File: src/rtl/pmc_pkg.sv
package pmc_pkg;

   typedef enum logic [2:0] {
      PM_RUN = 3'd0,
      PM_L0  = 3'd1,
      PM_L1  = 3'd2,
      PM_L2  = 3'd3,
      PM_L3  = 3'd4,
      PM_L4  = 3'd5
   } pm_mode_e;

   typedef struct packed {
      logic cpu;
      logic mclk;
      logic smclk;
      logic aclk;
      logic dcgen;
      logic xosc;
   } pm_en_t;

   localparam int EN_W = $bits(pm_en_t);

endpackage

File: src/rtl/pmc_mode_seq.sv
module pmc_mode_seq
   import pmc_pkg::*;
#(
   parameter int MODE_W = 3,
   parameter int VEC_W  = 16,
   parameter logic [VEC_W-1:0] UNPROG_VEC = '1
) (
   input  logic              clk,
   input  logic              rst_n,
   input  logic              mode_we,
   input  logic [MODE_W-1:0] mode_code,
   input  logic              irq_pend,
   input  logic              irq_ret,
   input  logic              vec_vld,
   input  logic [VEC_W-1:0]  vec_val,
   output pm_mode_e          mode_d,
   output pm_mode_e          mode_q
);

   localparam int MAX_CODE = 5;

   pm_mode_e saved_q, saved_d;
   logic     isr_q, isr_d;
   logic     seen_q;
   logic     force_deep;
   pm_mode_e req_mode;

   always_comb begin
      if (mode_code > MODE_W'(MAX_CODE)) req_mode = PM_L4;
      else                               req_mode = pm_mode_e'(mode_code[2:0]);
   end

   assign force_deep = vec_vld && !seen_q && (vec_val == UNPROG_VEC);

   always_comb begin
      mode_d  = mode_q;
      saved_d = saved_q;
      isr_d   = isr_q;
      if (force_deep) begin
         mode_d = PM_L4;
         isr_d  = 1'b0;
      end else if (irq_ret && isr_q) begin
         mode_d = saved_q;
         isr_d  = 1'b0;
      end else if (irq_pend && !isr_q) begin
         saved_d = mode_q;
         mode_d  = PM_RUN;
         isr_d   = 1'b1;
      end else if (mode_we && mode_q == PM_RUN) begin
         if (isr_q) saved_d = req_mode;
         else       mode_d  = req_mode;
      end
   end

   always_ff @(posedge clk or negedge rst_n) begin
      if (!rst_n) begin
         mode_q  <= PM_RUN;
         saved_q <= PM_RUN;
         isr_q   <= 1'b0;
         seen_q  <= 1'b0;
      end else begin
         mode_q  <= mode_d;
         saved_q <= saved_d;
         isr_q   <= isr_d;
         if (vec_vld) seen_q <= 1'b1;
      end
   end

   // a request outside a handler brings run mode on the next edge
   p_wake_r9: assert property (@(posedge clk) disable iff (!rst_n)
      (irq_pend && !isr_q && !force_deep) |=> (mode_q == PM_RUN && isr_q));

   // the return strobe reinstates the saved mode
   p_restore_r10: assert property (@(posedge clk) disable iff (!rst_n)
      (irq_ret && isr_q && !force_deep) |=> (mode_q == $past(saved_q) && !isr_q));

   // writes while asleep leave the mode untouched
   p_sleep_write_r11: assert property (@(posedge clk) disable iff (!rst_n)
      (mode_q != PM_RUN && mode_we && !irq_pend && !force_deep) |=> $stable(mode_q));

   // unprogrammed vector on the first fetch forces the deepest level
   p_force_r13: assert property (@(posedge clk) disable iff (!rst_n)
      (vec_vld && !seen_q && vec_val == UNPROG_VEC) |=> (mode_q == PM_L4));

   // a handler always runs in run mode
   p_isr_run_r12: assert property (@(posedge clk) disable iff (!rst_n)
      isr_q |-> (mode_q == PM_RUN));

endmodule

File: src/rtl/pmc_en_decode.sv
module pmc_en_decode
   import pmc_pkg::*;
(
   input  pm_mode_e mode,
   input  logic     dco_used,
   output pm_en_t   en
);

   always_comb begin
      en = '1;
      unique case (mode)
         PM_RUN: en = '1;
         PM_L0: begin
            en.cpu  = 1'b0;
            en.mclk = 1'b0;
         end
         PM_L1: begin
            en.cpu   = 1'b0;
            en.mclk  = 1'b0;
            en.dcgen = dco_used;
         end
         PM_L2: begin
            en.cpu   = 1'b0;
            en.mclk  = 1'b0;
            en.smclk = 1'b0;
         end
         PM_L3: begin
            en.cpu   = 1'b0;
            en.mclk  = 1'b0;
            en.smclk = 1'b0;
            en.dcgen = 1'b0;
         end
         default: en = '0;
      endcase
   end

endmodule

File: src/rtl/pmc_en_reg.sv
module pmc_en_reg #(
   parameter int             W       = 6,
   parameter logic [W-1:0]   RST_VAL = '1
) (
   input  logic         clk,
   input  logic         rst_n,
   input  logic [W-1:0] d,
   output logic [W-1:0] q
);

   for (genvar i = 0; i < W; i++) begin : g_bit
      always_ff @(posedge clk or negedge rst_n) begin
         if (!rst_n) q[i] <= RST_VAL[i];
         else        q[i] <= d[i];
      end
   end

endmodule

File: src/rtl/lpm_clock_gate.sv
module lpm_clock_gate
   import pmc_pkg::*;
#(
   parameter int MODE_W = 3,
   parameter int VEC_W  = 16,
   parameter logic [VEC_W-1:0] UNPROG_VEC = '1
) (
   input  logic              clk,
   input  logic              rst_n,
   input  logic              mode_we,
   input  logic [MODE_W-1:0] mode_code,
   input  logic              dco_used,
   input  logic              irq_pend,
   input  logic              irq_ret,
   input  logic              vec_vld,
   input  logic [VEC_W-1:0]  vec_val,
   output logic              cpu_run,
   output logic              mclk_en,
   output logic              smclk_en,
   output logic              aclk_en,
   output logic              dcgen_en,
   output logic              xosc_en
);

   if (MODE_W < 3) begin : g_bad_mode_w
      $error("MODE_W must hold codes 0 to 5");
   end
   if (VEC_W < 1) begin : g_bad_vec_w
      $error("VEC_W must be positive");
   end

   pm_mode_e mode_d, mode_q;
   pm_en_t   en_d, en_q;

   pmc_mode_seq #(
      .MODE_W(MODE_W), .VEC_W(VEC_W), .UNPROG_VEC(UNPROG_VEC)
   ) u_seq (
      .clk(clk), .rst_n(rst_n),
      .mode_we(mode_we), .mode_code(mode_code),
      .irq_pend(irq_pend), .irq_ret(irq_ret),
      .vec_vld(vec_vld), .vec_val(vec_val),
      .mode_d(mode_d), .mode_q(mode_q)
   );

   pmc_en_decode u_dec (
      .mode(mode_d), .dco_used(dco_used), .en(en_d)
   );

   pmc_en_reg #(.W(EN_W), .RST_VAL({EN_W{1'b1}})) u_reg (
      .clk(clk), .rst_n(rst_n), .d(en_d), .q(en_q)
   );

   assign cpu_run  = en_q.cpu;
   assign mclk_en  = en_q.mclk;
   assign smclk_en = en_q.smclk;
   assign aclk_en  = en_q.aclk;
   assign dcgen_en = en_q.dcgen;
   assign xosc_en  = en_q.xosc;

   // the main clock never runs while the CPU is stopped
   p_cpu_mclk_r3: assert property (@(posedge clk) disable iff (!rst_n)
      !cpu_run |-> !mclk_en);

   // with the sub-main clock gated the CPU is stopped as well
   p_smclk_r5: assert property (@(posedge clk) disable iff (!rst_n)
      !smclk_en |-> (!mclk_en && !cpu_run));

   // the auxiliary clock only stops in the deepest level, where all is off
   p_deep_r7: assert property (@(posedge clk) disable iff (!rst_n)
      !aclk_en |-> !(smclk_en || dcgen_en || xosc_en || cpu_run));

   // the stored mode and the registered enables agree on run mode
   p_run_map_r2: assert property (@(posedge clk) disable iff (!rst_n)
      (mode_q == PM_RUN) |-> (cpu_run && smclk_en && aclk_en && xosc_en && dcgen_en));

endmodule

File: config.mk
export PLATFORM = sky130hd
export DESIGN_NAME = lpm_clock_gate
export DESIGN_NICKNAME = d
export VERILOG_FILES = /design/src/rtl/pmc_pkg.sv /design/src/rtl/pmc_mode_seq.sv /design/src/rtl/pmc_en_decode.sv /design/src/rtl/pmc_en_reg.sv /design/src/rtl/lpm_clock_gate.sv
export SDC_FILE = /design/constraint.sdc
export NUM_CORES = 1
export LEC_CHECK = 0
export BUFFER_PORTS_ARGS = -buffer_cell sky130_fd_sc_hd__buf_2
export CAP_MARGIN = 10
export CORE_AREA = 2 2 45 47
export DETAILED_ROUTE_END_ITERATION = 7
export DIE_AREA = 0 0 47 49
export GPL_TIMING_DRIVEN = 0
export PLACE_DENSITY = 0.69
export SYNTH_ARGS = -nofsm -noshare
export SYNTH_HDL_FRONTEND = slang
export SYNTH_SLANG_ARGS = --single-unit
File: constraint.sdc
create_clock -name clk -period 1.4 [get_ports clk]
set_input_delay 0 -clock clk [delete_from_list [all_inputs] [get_ports clk]]
set_output_delay 0 -clock clk [all_outputs]
set_load 0.1 [all_outputs]
* Word level (Yosys, flattened, before mapping)
Index checks and enable logic that the tools add are counted.
** Word-level totals
- Input port bits :: 26
- Register bits after elaboration :: 13
** Cells by class
- Multiplexer cells :: 16
- Reduce and logical (&&, ||, !) cells :: 16
- Order comparisons :: 1
- Eq/ne operators :: 5
- Bitwise logic cells :: 2
** Operator list (number)
- $mux W3 :: 9
- $eq A16 B16 Y1 const B :: 1
- $eq A3 B2 Y1 const B :: 2
- $logic_not A3 Y1 :: 2
- $reduce_or A3 Y1 :: 2
- $logic_and A1 B1 Y1 :: 5
- $mux W1 :: 5
- $reduce_or A5 Y1 :: 1
- $reduce_and A4 Y1 :: 1
- $reduce_bool A2 Y1 :: 2
- $eq A3 B1 Y1 const B :: 1
- $eq A3 B3 Y1 const B :: 1
- $gt A3 B3 Y1 const B :: 1
- $reduce_bool A3 Y1 :: 1
- $logic_not A1 Y1 :: 2
- $mux W2 :: 1
- $not A1 Y1 :: 2
- $pmux W1 S2 :: 1

* Longest topological paths before layout
Gate-level depths: netlist (run 1).
- Depth after elaboration :: 10
- Depth in mapped cells :: 5
- Depth with buffers taken out :: 4

* Modules after synthesis
From an unflattened synthesis (run 1), not the netlist that was laid out.
** Second synthesis, totals
- Cells, all modules :: 59
- Area total of the unflattened synthesis :: 675.6 um2
** By module, submodules not included
- pmc_mode_seq :: cells each 46, instances 1, area an instance 479.2 um2
- pmc_en_reg :: cells each 6, instances 1, area an instance 157.7 um2
- pmc_en_decode :: cells each 7, instances 1, area an instance 38.8 um2

* Worst setup path before layout (run 1)
Ideal clock, no wire load.
- Kind :: reg2reg
- Start :: reg u_seq.mode_q[1]
- End :: reg u_seq.saved_q[2]
- Arrival time :: 1212 ps
- Data required time :: 1279 ps
- Stages on the path, launching flop included :: 5
- Period minus slack after synthesis :: 1333 ps
- Path buffers :: 0
- Setup slack :: 67 ps
- Cells stage by stage :: dfrtp_1 -> nor4b_4 -> nand2b_2 -> o22a_1 -> o22a_1
** On the way
- Longest elaborated chain between the ends :: 4
** RTL lines
- from (decl) :: RTL line pmc_mode_seq.sv:17 : output pm_mode_e mode_q
- from (signal assigned) :: RTL line pmc_mode_seq.sv:62 : mode_q <= mode_d;
- $logic_not A3 Y1 :: RTL line pmc_mode_seq.sv:49 : end else if (mode_we && mode_q == PM_RUN) begin
- $logic_and A1 B1 Y1 :: RTL line pmc_mode_seq.sv:49
- $reduce_bool A2 Y1 (no source line)
- $reduce_and A4 Y1 (no source line)
- to (signal assigned) :: RTL line pmc_mode_seq.sv:63 : saved_q <= saved_d;
- to (decl) :: RTL line pmc_mode_seq.sv:22 : pm_mode_e saved_q, saved_d;
No other way between the ends.
A chain may end at the register's enable or synchronous reset.

* Worst setup path after layout (run 1)
Ends and elaborated chain as after synthesis.

==> metrics, run 1 <==
status=finished with violations; failing checks=setup timing; critical path class=reg2reg; CP Launch Type=register; VDD IR-drop max=1323 uV; period utilisation layout=103.1%; Max Fclk=~690 MHz; CTS tree=done; fin. max-slew vios=0; GPL Wtd Cong=0.8250; row count=16; hold_sp=dco_used; worst r2r src=u_seq.mode_q[1]$_DFF_PN0_; top cells by area, synth=dfrtp_1 29%, dfstp_2 15%, o22a_1 7.7%; cells on worst reg2reg path=4; WP data required=1.62 ns; share of layout cells above drive strength 1=a little under three fifths; post-layout min period=~1.4 ns; Lkg Pwr=0.4402 nW; Top Family by Delay on Critical Path=simple AND/OR/NAND/NOR gates; Syn Nets=88; root buf cell=clkbuf_4; Avg Vias per Cell=5.078; Syn Inst Count=62; Slew HR=67.86%; synth unique cells=31; largest family of logic cells by synthesized area=compound AO/OA/AOI/OAI gates; hold endpoint=u_reg.q[1]$_DFF_PN1_; sequential element share of the synthesized area=between 40% and 50%; Slowest-stage cell, CP=dfrtp_2; Worst R2R End=u_seq.saved_q[2]$_DFFE_PN0P_; Final HPWL DP=between 1000 and 1500 um; area leader, netlist=dfrtp_1; largest net degree at the start of global routing=13; drt total wl=1612 um; CTS buffer count=3; IO Pins=32; synth warn=0; Vias=roughly 660; total of max-cap violations=0; slowest stage delay, CP=between 0.4 and 0.5 ns; Hold Slack=0.02049 ns; Worst Hold Class=in2reg; final global-route overflow total=0; Mapped Area=679.4 um2; Die H=49 um; CP cell instances=nor4b_4 > nand2b_4 > a32oi_2 > o22a_1; post-synth top area share=29.47%; Area Overhead vs Synth=43.28%; clock sink count=12; Synth Area in Compound Gates=23.76%; Final Skew=0.001016 ns; crit path DAT=roughly 1.7 ns; Simple-Gate Fraction of Synth Area=23.20%; #FFs+latches synth=12; post-route core utilization=between 50% and 60%; crit path max fanout=4; clk_lat worst skew=about 0.27 ns; initial antenna violation count=0; Post-Synth XOR/XNOR Area=0%; first-pass detailed-route iteration total=4; Routed WL per cell=12.50 um; gr usage total=15.54%; crit path capture type=register; final setup fails=6; Mapped Avg Cell Area=10.96 um2; Die Span X=47 um; commonest non-fill, non-tap cell in the layout=buf_2; number of global-route vias before repair=636; n_diodes=0; first-pass GRT wire length=2622 um; antenna-violating nets left=0; H-Tree Depth=1; commonest non-fill, non-tap cells in the layout=32 x buf_2, 6 x o22a_1, 6 x dfrtp_1; setup TNS=-0.1637 ns; worst slew pin tran=0.4855 ns; Final nets=~130; multiplexer share of the synthesized area=4.604%; port bufs=31; Die ar.=2303 um2; clock tree buffer depth=2; reg-to-reg slack, setup=-0.04 ns; RSZ-0062 raised after global routing=yes; PD cells=1947 nW/um2; Clock transition at path regs=0.08 ns; Initial Util=36.89%; Adder-Cell Fraction of Synth Area=0%; Core ar.=1842 um2; Post-route DRC=0; Final Hold Fails=0; Buf/Inv on CP=0; DRT iter0 DRCs=7; Setup WS post-layout=-0.04392 ns; hold path depth=3
[layer usage]
metal  global-route usage [%]  up-vias  share of wire, %
li1                         -      316                 -
met1                    18.56      308                41
met2                    26.71       25                53
met3                    1.481        6               4.4
met4                    6.944        0               1.9
met5                        0        -                 0
[logic make-up after synthesis]
logic type	count (synthesis)
and+or+nand+nor	24
AOI/OAI and AO/OA	19
DFF	12
buffers and inverters	4
muxes	3
[power breakdown]
part	switching (mW)	internal, mW
registers	0.0922	0.495
logic	0.743	0.288
clock network	0.119	0.158
[synth_stat cells, drive strengths merged]
cell    instances
nand2           2
mux2            1
a211oi          2
nor3            1
mux2i           2
a311oi          1
or2             3
inv             1
dfrtp           8
a32oi           2
nor3b           1
o21ai           1
nand3           2
nand2b          3
buf             3
nor2b           1
a21o            1
or2b            1
nor2            4
dfstp           4
and3            1
o211ai          2
nor4b           1
nand4           3
a21oi           4
o22a            6
and4            1
[what timing repair did]
action,4_1_cts,5_1_grt
setup endpoints to repair,3,9
resized for setup,1,6
hold buffers,2,0
hold endpoints to repair,13,0
buffers inserted,1,2
pin swaps,2,3
[per-stage QoR]
stage | cells | power [mW] | instance area, um2 | worst slack [ns]
2_1_floorplan | 62 | 1.393 | 679.4 | 0.06692
3_3_place_gp | 120 | 1.532 | 868.3 | -0.008105
3_5_place_dp | 120 | 1.546 | 868.3 | -0.02432
4_1_cts | 127 | 1.845 | 933.4 | 0.005786
5_1_grt | 129 | 1.992 | 973.4 | -0.1124
6_report | 129 | 1.895 | 973.4 | -0.04392
[sequential cells by signal (all words and copies together), names as in the netlist]
register / cells
u_reg.q: 4
u_seq.mode_q: 3
u_seq.saved_q: 3
u_seq.isr_q: 1
u_seq.seen_q: 1
[how the worst max path moves through the flow]
stage	slack, ns	start	endpoint	depth (start not counted)
6_report	-0.04	u_seq.mode_q[1]$_DFF_PN0_	u_seq.saved_q[2]$_DFFE_PN0P_	4
5_1_grt	-0.11	u_seq.mode_q[1]$_DFF_PN0_	u_seq.saved_q[2]$_DFFE_PN0P_	4
4_1_cts	0.006	u_seq.mode_q[1]$_DFF_PN0_	u_seq.saved_q[2]$_DFFE_PN0P_	4
3_5_place_dp	-0.02	u_seq.mode_q[1]$_DFF_PN0_	u_seq.saved_q[2]$_DFFE_PN0P_	4
3_3_place_gp	-0.008	u_seq.mode_q[1]$_DFF_PN0_	u_seq.saved_q[2]$_DFFE_PN0P_	4
2_1_floorplan	0.07	u_seq.mode_q[1]$_DFF_PN0_	u_seq.saved_q[2]$_DFFE_PN0P_	4
[layout make-up]
type / instances / area (um2)
buffer: 3 / 20.02
fill: 175 / 868.3
tap: 27 / 33.78
clock buffer: 4 / 36.28
timing repair buffer: 36 / 197.7
multi-input combinational: 46 / 374.1
sequential: 12 / 307.8
inverter: 1 / 3.754
[tightest hold or removal path: stages]
cell      delay [ns]
buf_2           0.10
a21oi_2         0.11
a211oi_2        0.07
No activity file was read; power rests on OpenSTA's default activity.
==> run 2: changes to the inputs <==
Settings changed: TNS_END_PERCENT set to 1.
==> run 2 against run 1 <==
  * The flow still finishes with violations (setup timing)
  * Flip-flop and latch count unchanged
  * First-iteration DRC count is the same
  * Combinational power about the same
  * Count of clock-buffer cells in the layout stayed put
  * Via count grew 0.76%
  * Largest power group unchanged
  * Sequential share of layout area unchanged
  * Hold slack worse by 0.00053 ns
  * Fmax barely moved
  * Cell area stayed put
==> metrics, run 2 (same netlist as run 1, synthesis figures left out) <==
worst slew pin tran=0.4855 ns; first-pass GRT wire length=2622 um; number of global-route vias before repair=~640; Final HPWL DP=1188 um; Sequential Power Share=30.9%; Clock transition at path regs=roughly 0.080 ns; Die H=49 um; DRT iter0 DRCs=7; clock sink count=12; crit path DAT=1.66 ns; Lkg Pwr=0.4396 nW; commonest non-fill, non-tap cells in the layout=32 x buf_2, 6 x o22a_1, 6 x dfrtp_1; CP Launch Type=register; switching share of power=50.30%; antenna-violating nets left=0; clk_lat worst skew=0.27 ns; CTS buffer count=3; Psw=953.1 uW; Area Overhead vs Synth=43.28%; hold path depth=3; largest net degree at the start of global routing=13; final global-route overflow total=0; total of max-cap violations=0; commonest non-fill, non-tap cell in the layout=buf_2; worst r2r src=u_seq.mode_q[1]$_DFF_PN0_; dpl ws=-0.02432 ns; period utilisation layout=103.2%; P_int=941.8 uW; final setup fails=6; Top Registers=u_reg.q: 4 flops, u_seq.mode_q: 3 flops, u_seq.saved_q: 3 flops; Core ar.=about 1800 um2; Top reg by flops=u_reg.q; crit path max fanout=4; GPL Wtd Cong=0.8250; Worst R2R End=u_seq.saved_q[2]$_DFFE_PN0P_; Logic pwr share=54.4%; crit path capture type=register; Post-route DRC=0; hold_sp=dco_used; cells on worst reg2reg path=4; PD cells=1947 nW/um2; setup TNS=-0.1640 ns; Initial Util=36.89%; Die Span X=approximately 47 um; post-layout min period=1.444 ns; failing checks=setup timing; Die ar.=about 2300 um2; first-pass detailed-route iteration total=4; placed cell areas=approximately 870 um2; root buf cell=clkbuf_4; status=finished with violations; port bufs=31; fin. max-slew vios=0; Routed WL per cell=approximately 12 um; reg-to-reg slack, setup=-0.04 ns; Setup WS post-layout=-0.04434 ns; hold endpoint=u_reg.q[1]$_DFF_PN1_; Vias=660; final instance area=973.4 um2; VDD IR-drop max=1323 uV; Final Skew=approximately 0.00093 ns; Clk network pwr share=14.6%; Worst Hold Class=in2reg; Hold Slack=approximately 0.02 ns; Avg Vias per Cell=5.116; gr usage total=15.54%; Slew HR=about two thirds; H-Tree Depth=1; RSZ-0062 raised after global routing=yes; clock tree buffer depth=2; critical path class=reg2reg; max reg flops=4; WP data required=1.62 ns; share of layout cells above drive strength 1=56.86%; initial antenna violation count=0; IO Pins=32; Max Fclk=692.4 MHz; Final Hold Fails=0; Final nets=129; row count=16; drt total wl=1611 um; CTS tree=done; n_diodes=0
## run 2: cell type report
class / count / area (um2)
plain buffers: 3 / 20.02
clock buffers: 4 / 36.28
well taps: 27 / 33.78
multi-input cells: 46 / 374.1
repair buffers: 36 / 197.7
inverters: 1 / 3.754
fillers: 175 / 868.3
flip-flops and latches: 12 / 307.8
## run 2: how the worst max path moves through the flow
stage	from	to	slack, ns	depth (start not counted)
floorplan	u_seq.mode_q[1]$_DFF_PN0_	u_seq.saved_q[2]$_DFFE_PN0P_	0.07	4
global placement	u_seq.mode_q[1]$_DFF_PN0_	u_seq.saved_q[2]$_DFFE_PN0P_	-0.008	4
detailed placement	u_seq.mode_q[1]$_DFF_PN0_	u_seq.saved_q[2]$_DFFE_PN0P_	-0.02	4
CTS	u_seq.mode_q[1]$_DFF_PN0_	u_seq.saved_q[2]$_DFFE_PN0P_	0.006	4
global route	u_seq.mode_q[1]$_DFF_PN0_	u_seq.saved_q[2]$_DFFE_PN0P_	-0.11	4
finish	u_seq.mode_q[1]$_DFF_PN0_	u_seq.saved_q[2]$_DFFE_PN0P_	-0.04	4
## run 2: per-layer routing
layer / part of all wire (%) / track usage [%] / wire length (um) / vias up
met5: 0 / 0 / 0 / -
met3: 5.0 / 1.481 / 80 / 6
met4: 2.1 / 6.944 / 34 / 0
met2: 53 / 26.71 / 848 / 28
met1: 40 / 18.56 / 647 / 310
li1: - / - / - / 316
## run 2: per-stage QoR
step / power (mW) / util, % / std cells
CTS: 1.845 / 50.68 / 127
detailed placement: 1.546 / 47.15 / 120
floorplan: 1.393 / - / 62
finish: 1.895 / 52.85 / 129
global route: 1.992 / 52.85 / 129
global placement: 1.532 / 47.15 / 120
## run 2: worst max-delay path, stage by stage, from the launching register on
cell and delay [ns]:
dfrtp_2 0.44, nor4b_4 0.43, nand2b_4 0.11, a32oi_2 0.23, o22a_1 0.18
## run 2: what timing repair did
item	in CTS	in global routing
endpoints found under the hold margin	13	0
setup buffers	1	2
pin swaps	2	4
endpoints found under the setup margin	3	9
hold buffers	2	0
resized for setup	1	6
## run 2: power by group through the flow
| stage | combinational, mW | clock (mW) | sequential (mW) |
|---|---|---|---|
| 2_1_floorplan | 0.444 | 0 | 0.949 |
| 3_3_place_gp | 0.944 | 0 | 0.588 |
| 3_5_place_dp | 0.952 | 0 | 0.594 |
| 4_1_cts | 0.978 | 0.282 | 0.586 |
| 5_1_grt | 1.09 | 0.297 | 0.603 |
| 6_report | 1.03 | 0.277 | 0.586 |
==> run 3: changes to the inputs <==
Settings changed: ABC_AREA set to 1, CORE_AREA 2 2 45 47 to 2 2 46 48, DIE_AREA 0 0 47 49 to 0 0 48 50, PLACE_DENSITY 0.69 to 0.71, SLEW_MARGIN set to 15.
==> run 3 against run 2 <==
  * The flow now finishes without violations
  * Final cell count up 34%
  * Synthesized area up 14%
  * Die area up 4.2%
  * Power up 15%
  * Fmax up 11%
  * Synthesized cell count up 74%
  * Sequential share of layout area down 2.1 points
==> metrics, run 3 <==
final setup fails=0; Final nets=around 170; Initial Util=40.59%; period utilisation layout=92.90%; share of layout cells above drive strength 1=47.26%; initial antenna violation count=0; antenna-violating nets left=0; Die H=roughly 50 um; GPL Wtd Cong=0.7594; Syn Inst Count=108; Slew HR=67.80%; area leader, netlist=dfrtp_1; Top Registers=u_reg.q: 4 flops, u_seq.mode_q: 3 flops, u_seq.saved_q: 3 flops; crit path capture type=output pin; commonest non-fill, non-tap cell in the layout=nand2_1; Power Total=around 2.2 mW; Top reg by flops=u_reg.q; largest net degree at the start of global routing=13; clock sink count=12; n_diodes=0; CP Launch Type=register; number of global-route vias before repair=728; Final HPWL DP=1299 um; Post-route DRC=0; first-pass GRT wire length=between 2000 and 3000 um; total of max-cap violations=0; Area Overhead vs Synth=34.52%; setup TNS=0 ns; synth unique cells=21; PD cells=approximately 2100 nW/um2; WP data required=between 1 and 1.5 ns; Core ar.=1902 um2; Setup WS post-layout=0.09938 ns; post-layout min period=1.301 ns; Clock transition at path regs=0.07 ns; H-Tree Depth=1; Max Fclk=a little under 800 MHz; Mapped Area=a little under 800 um2; crit path max fanout=2; Post-synth top flop=dfrtp_1; fin. max-slew vios=0; Mapped Avg Cell Area=roughly 7.1 um2; Final Hold Fails=0; clock tree buffer depth=2; critical path class=reg2out; Synth top cells by count=37 x nand2_1, 12 x inv_1, 11 x nor2_1; Vias=739; Lkg Pwr=about 0.55 nW; post-route core utilization=54.61%; CTS tree=done; final global-route overflow total=0; dpl ws=0.1113 ns; RSZ-0062 raised after global routing=no; commonest non-fill, non-tap cells in the layout=37 x nand2_1, 31 x buf_2, 10 x nor2_1; clk_lat worst skew=0.27 ns; top cells by area, synth=dfrtp_1 26%, nand2_1 18%, dfstp_2 14%; worst slew pin tran=about 0.5 ns; status=finished clean; Avg Vias per Cell=between 4 and 5; Worst Hold Class=in2reg; Final Non-Filler Cells=173; VDD IR-drop max=1340 uV; Die ar.=2400 um2; max reg flops=4; Syn Nets=134; port bufs=31; Routed WL per cell=8.844 um; root buf cell=clkbuf_4; CTS buffer count=3; most frequent cell after synthesis=nand2_1; gr usage total=approximately 16%; sequential element share of the synthesized area=39.55%; post-synth top area share=25.93%; synth warn=0; row count=16; Final Skew=0.003060 ns; #FFs+latches synth=12; drt total wl=1530 um; post-synthesis async set-or-reset flop share=100.0%; IO Pins=32; Post-synth EDFFs=0; placed cells=approximately 170; Die Span X=48 um; DRT iter0 DRCs=8; first-pass detailed-route iteration total=2; crit path DAT=1.30 ns
-- run 3: kinds of logic (layout without fill, tap and decap cells) --
family / after synthesis / count (layout) / synth area share, %
compound gates: 9 / 9 / 7.455
simple gates: 68 / 68 / 42.63
buf+inv: 19 / 57 / 10.37
flops: 12 / 12 / 39.55
-- run 3: report_power, final --
| part | switching (mW) | leakage [nW] | internal (mW) |
|---|---|---|---|
| Clock | 0.110 | 0.0210 | 0.158 |
| Sequential | 0.0757 | 0.138 | 0.524 |
| Combinational | 0.989 | 0.394 | 0.319 |
-- run 3: layout make-up --
cell class / count / area [um2]
fill: 184 / 863.3
tap: 27 / 33.78
inverter: 17 / 65.06
sequential: 12 / 306.5
timing repair buffer: 34 / 182.7
buffer: 2 / 15.01
clock buffer: 4 / 36.28
multi-input combinational: 77 / 399.1
-- run 3: per-layer routing --
| metal | part of all wire, % | wire length, um | global-route usage (%) | vias up |
|---|---|---|---|---|
| li1 | - | - | - | 405 |
| met1 | 44 | 671 | 18.76 | 304 |
| met2 | 50 | 765 | 25.56 | 26 |
| met3 | 3.9 | 59 | 2.198 | 4 |
| met4 | 2.2 | 34 | 9.459 | 0 |
| met5 | 0 | 0 | 0 | - |
-- run 3: final timing paths --
path / from / to / slack [ns] / cells after the start
setup / recovery: u_reg.q[4]$_DFF_PN1_ / mclk_en / 0.1 / 2
hold / removal: dco_used / u_reg.q[1]$_DFF_PN1_ / 0.05 / 5
setup reg to reg: u_seq.isr_q$_DFFE_PN0P_ / u_reg.q[4]$_DFF_PN1_ / 0.15 / 7
hold reg to reg: u_seq.seen_q$_DFFE_PN0P_ / u_seq.seen_q$_DFFE_PN0P_ / 0.49 / 1
max in group asynchronous: rst_n / u_reg.q[0]$_DFF_PN1_ / 1.01 / 2
min in group asynchronous: rst_n / u_seq.seen_q$_DFFE_PN0P_ / 0.13 / 2
-- run 3: through the flow --
stage	hold WS, ns	cell area [um2]
finish	0.04733	1039
global route	0.08018	1039
CTS	0.04571	1017
detailed placement	-0.1102	960.9
global placement	-0.1137	960.9
floorplan	-0.2956	772.0
-- run 3: repair_timing --
item | 4_1_cts | 5_1_grt
hold buffers | 2 | 0
hold endpoints to repair | 13 | 0
resized for setup | 0 | 7
endpoints found under the setup margin | 0 | 3
buffers inserted | 0 | 1
-- run 3: critical path: stages (launching register included) --
cell and delay [ns]:
dfstp_2 0.53, buf_4 0.09, buf_2 0.41
